===== src/rtl/hilo_pkg.sv =====
package hilo_pkg;
  localparam int OPW = 4;

  typedef enum logic [OPW-1:0] {
    OP_MUL_S   = 4'd0,
    OP_MUL_U   = 4'd1,
    OP_MAC_S   = 4'd2,
    OP_MAC_U   = 4'd3,
    OP_MSB_S   = 4'd4,
    OP_MSB_U   = 4'd5,
    OP_MUL3    = 4'd6,
    OP_LD_HI   = 4'd7,
    OP_LD_LO   = 4'd8,
    OP_RD_HI   = 4'd9,
    OP_RD_LO   = 4'd10
  } hilo_op_e;

  typedef enum logic [1:0] {
    ACC_SET = 2'd0,
    ACC_ADD = 2'd1,
    ACC_SUB = 2'd2
  } acc_mode_e;
endpackage


===== src/rtl/hilo_mult.sv =====
module hilo_mult #(
  parameter int W = 32
) (
  input  logic            is_signed,
  input  logic [W-1:0]    op_a,
  input  logic [W-1:0]    op_b,
  output logic [2*W-1:0]  prod
);
  localparam int DW = 2 * W;

  logic          ext_a, ext_b;
  logic [DW-1:0] wide_a, wide_b;

  // Extend each operand to full product width; the low DW bits of the
  // product of the extended values are exact for both signed and unsigned.
  always_comb begin
    ext_a  = is_signed & op_a[W-1];
    ext_b  = is_signed & op_b[W-1];
    wide_a = {{W{ext_a}}, op_a};
    wide_b = {{W{ext_b}}, op_b};
    prod   = wide_a * wide_b;
  end
endmodule


===== src/rtl/hilo_accum.sv =====
module hilo_accum
  import hilo_pkg::*;
#(
  parameter int W = 32
) (
  input  acc_mode_e       mode,
  input  logic [2*W-1:0]  acc,
  input  logic [2*W-1:0]  prod,
  output logic [2*W-1:0]  nxt
);
  // One full-width add or subtract: carry and borrow cross the word
  // boundary inside the adder, not in a separate correction step.
  always_comb begin
    unique case (mode)
      ACC_ADD: nxt = acc + prod;
      ACC_SUB: nxt = acc - prod;
      default: nxt = prod;
    endcase
  end
endmodule


===== src/rtl/hilo_mac_unit.sv =====
module hilo_mac_unit
  import hilo_pkg::*;
#(
  parameter int W = 32
) (
  input  logic                 clk,
  input  logic                 rst,
  input  logic                 in_valid,
  input  logic [OPW-1:0]       in_op,
  input  logic [W-1:0]         src_a,
  input  logic [W-1:0]         src_b,
  output logic [W-1:0]         hi_q,
  output logic [W-1:0]         lo_q,
  output logic [W-1:0]         res_q,
  output logic                 res_valid
);
  localparam int DW = 2 * W;

  hilo_op_e      op_e;
  logic          mul_signed;
  acc_mode_e     acc_mode;
  logic          wr_pair, wr_hi, wr_lo, rd_hi, rd_lo, rd_prod;
  logic [DW-1:0] prod, pair_nxt;

  assign op_e = hilo_op_e'(in_op);

  always_comb begin
    mul_signed = 1'b0;
    acc_mode   = ACC_SET;
    wr_pair    = 1'b0;
    wr_hi      = 1'b0;
    wr_lo      = 1'b0;
    rd_hi      = 1'b0;
    rd_lo      = 1'b0;
    rd_prod    = 1'b0;
    if (in_valid) begin
      case (op_e)
        OP_MUL_S: begin wr_pair = 1'b1; mul_signed = 1'b1; end
        OP_MUL_U: begin wr_pair = 1'b1; end
        OP_MAC_S: begin wr_pair = 1'b1; mul_signed = 1'b1; acc_mode = ACC_ADD; end
        OP_MAC_U: begin wr_pair = 1'b1; acc_mode = ACC_ADD; end
        OP_MSB_S: begin wr_pair = 1'b1; mul_signed = 1'b1; acc_mode = ACC_SUB; end
        OP_MSB_U: begin wr_pair = 1'b1; acc_mode = ACC_SUB; end
        OP_MUL3:  begin wr_pair = 1'b1; mul_signed = 1'b1; rd_prod = 1'b1; end
        OP_LD_HI: wr_hi = 1'b1;
        OP_LD_LO: wr_lo = 1'b1;
        OP_RD_HI: rd_hi = 1'b1;
        OP_RD_LO: rd_lo = 1'b1;
        default: ;
      endcase
    end
  end

  hilo_mult #(.W(W)) i_mult (
    .is_signed (mul_signed),
    .op_a      (src_a),
    .op_b      (src_b),
    .prod      (prod)
  );

  hilo_accum #(.W(W)) i_accum (
    .mode (acc_mode),
    .acc  ({hi_q, lo_q}),
    .prod (prod),
    .nxt  (pair_nxt)
  );

  always_ff @(posedge clk) begin
    if (rst) begin
      hi_q      <= '0;
      lo_q      <= '0;
      res_q     <= '0;
      res_valid <= 1'b0;
    end else begin
      if (wr_pair) begin
        hi_q <= pair_nxt[DW-1:W];
        lo_q <= pair_nxt[W-1:0];
      end
      if (wr_hi) hi_q <= src_a;
      if (wr_lo) lo_q <= src_a;
      res_valid <= rd_hi | rd_lo | rd_prod;
      if (rd_prod)    res_q <= prod[W-1:0];
      else if (rd_hi) res_q <= hi_q;
      else if (rd_lo) res_q <= lo_q;
    end
  end

  // unsigned multiply result at the ports one edge later
  a_r3_unsigned_product: assert property (@(posedge clk) disable iff (rst)
    (in_valid && in_op == 4'd1) |=>
      ({hi_q, lo_q} == ({{W{1'b0}}, $past(src_a)} * {{W{1'b0}}, $past(src_b)})));

  // unsigned accumulate adds onto the previous pair
  a_r4_accum_add: assert property (@(posedge clk) disable iff (rst)
    (in_valid && in_op == 4'd3) |=>
      ({hi_q, lo_q} == $past({hi_q, lo_q}) +
                       ({{W{1'b0}}, $past(src_a)} * {{W{1'b0}}, $past(src_b)})));

  // unsigned accumulate subtracts from the previous pair
  a_r5_accum_sub: assert property (@(posedge clk) disable iff (rst)
    (in_valid && in_op == 4'd5) |=>
      ({hi_q, lo_q} == $past({hi_q, lo_q}) -
                       ({{W{1'b0}}, $past(src_a)} * {{W{1'b0}}, $past(src_b)})));

  // loading HI leaves LO untouched
  a_r7_load_hi_only: assert property (@(posedge clk) disable iff (rst)
    (in_valid && in_op == 4'd7) |=> (hi_q == $past(src_a) && $stable(lo_q)));

  // read-back returns the old HI and does not disturb the pair
  a_r8_read_hi: assert property (@(posedge clk) disable iff (rst)
    (in_valid && in_op == 4'd9) |=>
      (res_valid && res_q == $past(hi_q) && $stable(hi_q) && $stable(lo_q)));

  // idle cycles hold the pair and raise no result
  a_r9_idle_hold: assert property (@(posedge clk) disable iff (rst)
    (!in_valid) |=> ($stable(hi_q) && $stable(lo_q) && !res_valid));
endmodule


===== config.mk =====
export PLATFORM = sky130hd
export DESIGN_NAME = hilo_mac_unit
export DESIGN_NICKNAME = d
export VERILOG_FILES = /design/src/rtl/hilo_pkg.sv /design/src/rtl/hilo_mult.sv /design/src/rtl/hilo_accum.sv /design/src/rtl/hilo_mac_unit.sv
export SDC_FILE = /design/constraint.sdc
export NUM_CORES = 2
export LEC_CHECK = 0
export CORE_MARGIN = 2
export CORE_UTILIZATION = 25
export CTS_CLUSTER_DIAMETER = 40
export DETAILED_ROUTE_END_ITERATION = 8
export GPL_TIMING_DRIVEN = 0
export PLACE_DENSITY_LB_ADDON = 0.1
export SKIP_CTS_REPAIR_TIMING = 1
export SYNTH_ARGS = -nofsm -noshare
export SYNTH_HDL_FRONTEND = slang
export SYNTH_SLANG_ARGS = --single-unit
export TNS_END_PERCENT = 50

===== constraint.sdc =====
create_clock -name clk -period 19.6 [get_ports clk]
set_input_delay 1.96 -clock clk [delete_from_list [all_inputs] [get_ports clk]]
set_output_delay 1.96 -clock clk [all_outputs]
set_load 0.005 [all_outputs]

## After elaboration in Yosys (flattened, before gate mapping)

Cells that the tools add are included.

| storage, ports and cells | value |
|---|---|
| register bits after elaboration | 97 |
| bits of input ports | 71 |
| output and inout port bits | 97 |
| logic and storage cells | 55 |

| cells by class | value |
|---|---|
| add/sub/neg operators | 2 |
| multiply operators | 1 |
| equal/unequal tests | 12 |
| mux-type cells | 24 |
| bitwise gates (word level) | 4 |
| reductions and logical operators | 8 |

Operator list:

| operator | count |
|---|---|
| $mux W32 | 7 |
| $pmux W64 S2 | 1 |
| $add A64 B64 Y64 | 1 |
| $mul A33 B33 Y64 | 1 |
| $sub A64 B64 Y64 | 1 |
| $eq A4 B3 Y1 const B | 4 |
| $mux W1 | 14 |
| $eq A4 B4 Y1 const B | 3 |
| $eq A4 B2 Y1 const B | 2 |
| $reduce_or A7 Y1 | 1 |
| $eq A4 B1 Y1 const B | 1 |
| $logic_not A4 Y1 | 1 |
| $pmux W2 S2 | 1 |
| $reduce_bool A2 Y1 | 2 |
| $reduce_or A2 Y1 | 2 |
| $reduce_or A4 Y1 | 1 |
| $reduce_bool A3 Y1 | 1 |
| $and A1 B1 Y1 | 2 |
| $eq A2 B1 Y1 const B | 1 |
| $eq A2 B2 Y1 const B | 1 |
| $mux W2 | 1 |
| $or A1 B1 Y1 | 2 |

## Logic depth before layout (Yosys ltp)

| depth | value |
|---|---|
| depth in word-level cells | 10 |
| mapped depth | 50 |
| gate-level depth less buffers | 46 |

## Hierarchy

A second synthesis with hierarchy kept.

| unflattened totals | value |
|---|---|
| cell total of the unflattened synthesis | 5753 |
| area, all modules | 49054.5 sq um |

By module, submodules not included:

| module | instances | cells each | area an instance (sq um) | sequential area each (sq um) |
|---|---|---|---|---|
| hilo_mult | 1 | 4186 | 37973.9 | 0.0 |
| hilo_accum | 1 | 929 | 5908.2 | 0.0 |
| hilo_mac_unit | 1 | 638 | 5172.5 | 1941.9 |

## Worst setup path before layout

OpenSTA, ideal clock, no wires.

| path | value |
|---|---|
| path type | input to register |
| start point | input in_op[3] |
| end point | register hi_q[31] |
| library setup time | 0.133 ns |
| arrival time | 12.731 ns |
| data required time | 19.467 ns |
| setup slack | 6.737 ns |
| stages | 45 |
| path buffers | 4 |
| path through | nand2b_1 > clkbuf_1 > nor2_1 > and2_1 > clkbuf_1 > nand2_1 > inv_1 > fa_1 > inv_1 > fa_1 > inv_1 > fa_1 > fa_1 > inv_1 > fa_1 > fa_1 > fa_1 > fa_1 > [9 not listed] > a2111o_1 > or2_2 > nor3b_1 > nor2_1 > xnor2_1 > ha_1 > clkbuf_1 > nand3_1 > or3_1 > a311oi_1 > o21ai_0 > o31ai_1 > a41o_1 > a31oi_1 > and2_1 > mux2i_1 > mux2i_1 > a31oi_1 |

| on the way | value |
|---|---|
| cells in the longest elaborated chain, start to end | 10 |
| elaborated cells between the ends (all ways) | 31 |
| classes of those cells | add/sub: 2; mul: 1; eq/ne: 9; mux: 11; bitwise: 2; reduce/logical: 6 |

RTL lines:

| item | RTL line | RTL |
|---|---|---|
| start, declared | hilo_mac_unit.sv:9 | `input logic [OPW-1:0] in_op,` |
| $eq A4 B3 Y1 (tied with other cells) | hilo_mac_unit.sv:37 | `case (op_e)` |
| $reduce_or A4 Y1 (no line) | -- |  |
| $mux W1 | hilo_mac_unit.sv:37 |  |
| $mux W1 | hilo_mac_unit.sv:36 | `if (in_valid) begin` |
| $and A1 B1 Y1 (on tied branches) | hilo_mult.sv:17, hilo_mult.sv:18 |  |
| $mul A33 B33 Y64 | hilo_mult.sv:21 | `prod = wide_a * wide_b;` |
| $sub A64 B64 Y64 or $add A64 B64 Y64 (tied branches) | hilo_accum.sv:16, hilo_accum.sv:15 |  |
| $pmux W64 S2 | hilo_accum.sv:14 | `unique case (mode)` |
| $mux W32 | hilo_mac_unit.sv:75 | `if (wr_pair) begin` |
| $mux W32 | hilo_mac_unit.sv:79 | `if (wr_hi) hi_q <= src_a;` |
| end signal, assigned | hilo_mac_unit.sv:76 | `hi_q <= pair_nxt[DW-1:W];` |
| end signal, assigned | hilo_mac_unit.sv:79 |  |
| end, declared | hilo_mac_unit.sv:12 | `output logic [W-1:0] hi_q,` |

Parallel ways exist; a longest one is shown, timed or not. The select of a mux whose other input is x is not followed.
A chain may end at the register's enable or synchronous reset.

## Worst setup path in the final report

Ends and elaborated chain as after synthesis.

==> run_results.csv <==
group,metric,value,unit
run_status,status,"finished, violations left",
run_status,violations,"capacitance limit, slew limit",
synth,synth_flop_cell,"dfxtp_1",
floorplanning,start_util,25.1,%
clock_network,worstSkewPairLatency,380,ps
critical_path,cpMostUsedCell,"fa_1",
drt,route.met3.wl,10.3,mm
grt,grt_pass1_vias,43250,
timing,slew_headroom,-0.877,%
drt,maxUsedRoutingLayer,"met5",
cells_and_area,fin_area,0.0531,mm^2
drt,totalWireLength,232,mm
timing,tns,0,ps
cells_and_area,fillers,20997,
floorplanning,ios,168,
critical_path,slowest_stage,"nor2_1",
timing,setup_violations,0,
clock_network,cts_made_buffers,9,
timing,finalCritPeriodShare,90.8,%
drt,wl_met2,110,mm
clock_network,ctsHtreeMaxLevel,3,
clock_network,clkSlewWorstSetupHoldPaths,80,ps
synth,syn-num-nets,7139,
grt,grt_pass1_wl,330,mm
timing,fin_skew,13.0,ps
cells_and_area,area_delta_synth_final,10.1,%
synth,synthCells,5665,
timing,grt_setup_unrepaired,"no",
placed_design,dpl-instance-area,0.0527,mm^2
floorplanning,rows,161,
critical_path,critPathBufInv,10,
cells_and_area,drive_gt1_share,1.53,%
drt,vias_per_cell,4.83,
grt,overflow,0,
synth,synth-edff-count,0,
timing,finalCriticalPeriod,17790,ps
placed_design,hpwlAfterDp,200,mm
clock_network,tritoncts,"built",
grt,antenna_found_initial,29,
clock_network,cts.sinks,97,
cells_and_area,nNetsFinal,7284,
critical_path,arrival,18020,ps
critical_path,cp_max_fo,10,
critical_path,timing.critical_path.slowest_cell_delay,890,ps
timing,timing.final.hold_violations,0,
critical_path,r2r_slack,13800,ps
floorplanning,die-height,443,um
synth,yosysSeqAreaShare,4.03,%
floorplanning,die-area,0.196,mm^2
placed_design,gp_congestion,0.904,
drt,post_drt_wl_per_cell,27.8,um
floorplanning,die_width,443,um
synth,synth_cell_types,90,
synth,syn_area,0.0482,mm^2
worst_hold_path,hold_class,"flop to flop",
critical_path,critPathCaptureType,"flop",
drt,wl_met1,105,mm
critical_path,required,19830,ps
drt,drtIter0Drc,2804,
drt,dr.pass1.iters,9,
critical_path,path_delay_family,"adder cells",
critical_path,crit_type,"input pin to flop",
clock_network,clockBufferDepth,2,
timing,maxSlewViolCount,20,
grt,grt_max_degree,21,
clock_network,cts-root-buf,"clkbuf_16",
timing,max_freq,0.0562,GHz
floorplanning,core_area,0.192,mm^2
synth,ys_async_sr_fraction,0,%
flow_run,cap_violations,2,
critical_path,worst_setup_path_start_kind,"input pin",
synth,synth_area_per_cell,8.51,um^2
drt,drc,0,
synth,ys_seq_elements,97,
grt,grt_use_total,23.7,%
timing,worst_pin_slew,1510,ps
synth,yosysWarningCount,0,
drt,vias,40327,
drt,ant_nets,0,
placed_design,port_buffers,130,
-- stage by stage --
stage / worst slack [ps] / cells / utilization, % / hold WS (ps)
2_1_floorplan: 6740 / 5665 / - / 475
3_3_place_gp: 1530 / 8321 / 27.4 / 474
3_5_place_dp: 1640 / 8325 / 27.5 / 481
4_1_cts: 2000 / 8341 / 27.6 / 498
5_1_grt: 1180 / 8341 / 27.6 / 527
6_report: 1810 / 8352 / 27.6 / 498
-- layer usage --
layer / track usage (%) / vias up
li1: - / 17604
met1: 32.8 / 21470
met2: 39.7 / 1084
met3: 2.04 / 165
met4: 5.79 / 4
met5: 0 / -
-- path summary, 6_finish.rpt --
path / startpoint / endpoint / cells past startpoint
min reg2reg: res_q[1] / res_q[1] / 2
max: in_op[3] / hi_q[31] / 46
max reg2reg: lo_q[0] / hi_q[28] / 19
min: res_q[1] / res_q[1] / 2
-- cell families after synthesis --
logic type	Yosys count	share of synthesized area (%)
compound gates	730	9.76
xor+xnor	181	3.29
fa+ha+maj	1403	54.0
buf+inv	1461	11.4
flops	97	4.03
mux	38	0.800
simple gates	1755	16.7
-- cells in the mapped netlist (17+ instances only) --
master        n  share of area (%)
xnor2_1     122                2.2
nor2b_1      22               0.29
a2111oi_0    17               0.31
or2_2        23               0.30
o21bai_1     19               0.30
a31oi_1      32               0.42
a21o_1       52               0.81
ha_1        277                7.2
mux2i_1      34               0.71
o21a_1       20               0.31
and3_1       38               0.49
o21ai_0     118                1.2
nand3_1      32               0.33
a211oi_1     47               0.73
or3_1        17               0.22
dfxtp_1      97                4.0
xor2_1       59                1.1
nor3_1       39               0.41
nand2b_1     22               0.29
nor2_1      250                1.9
and2_1      292                3.8
fa_1       1126                 47
o211ai_1     50               0.78
a21oi_1     258                2.7
clkbuf_1    332                2.6
nand4_1      30               0.39
inv_1      1112                8.7
nand2_1     936                7.3
-- tightest hold or removal path, cell delays in order (launching register included) --
cell,delay [ps]
dfxtp_1,330
a21oi_1,60
nor2_1,70
-- sequential cells by signal (all words and copies together) (netlist names) --
name	count
hi_q	32
lo_q	32
res_q	32
res_valid	1
-- layout by cell type, fill, tap and decap left out, types with 122 or more instances in the layout --
cell type	Yosys	routed
ha_1	277	277
nor2_1	250	250
xnor2_1	122	122
inv_1	1112	1112
clkbuf_1	332	328
and2_1	292	292
a21oi_1	258	258
nand2_1	936	936
fa_1	1126	1125
clkdlybuf4s50_1	0	130
-- cell type report --
class,instances,area [um^2],share of cell area [%]
inverters,1114,4180,7.88
multi-input cells,4107,40800,76.8
diodes,11,27.5,0.0519
repair buffers,134,1350,2.54
clock buffers,9,225,0.424
plain buffers,347,1330,2.51
clock inverters,7,101,0.191
flip-flops and latches,97,1940,3.66
well taps,2526,3160,5.96
Power is left out: the tool's default activity adds up to more than one toggle a clock period on the data nets, which glitch-free logic cannot reach.
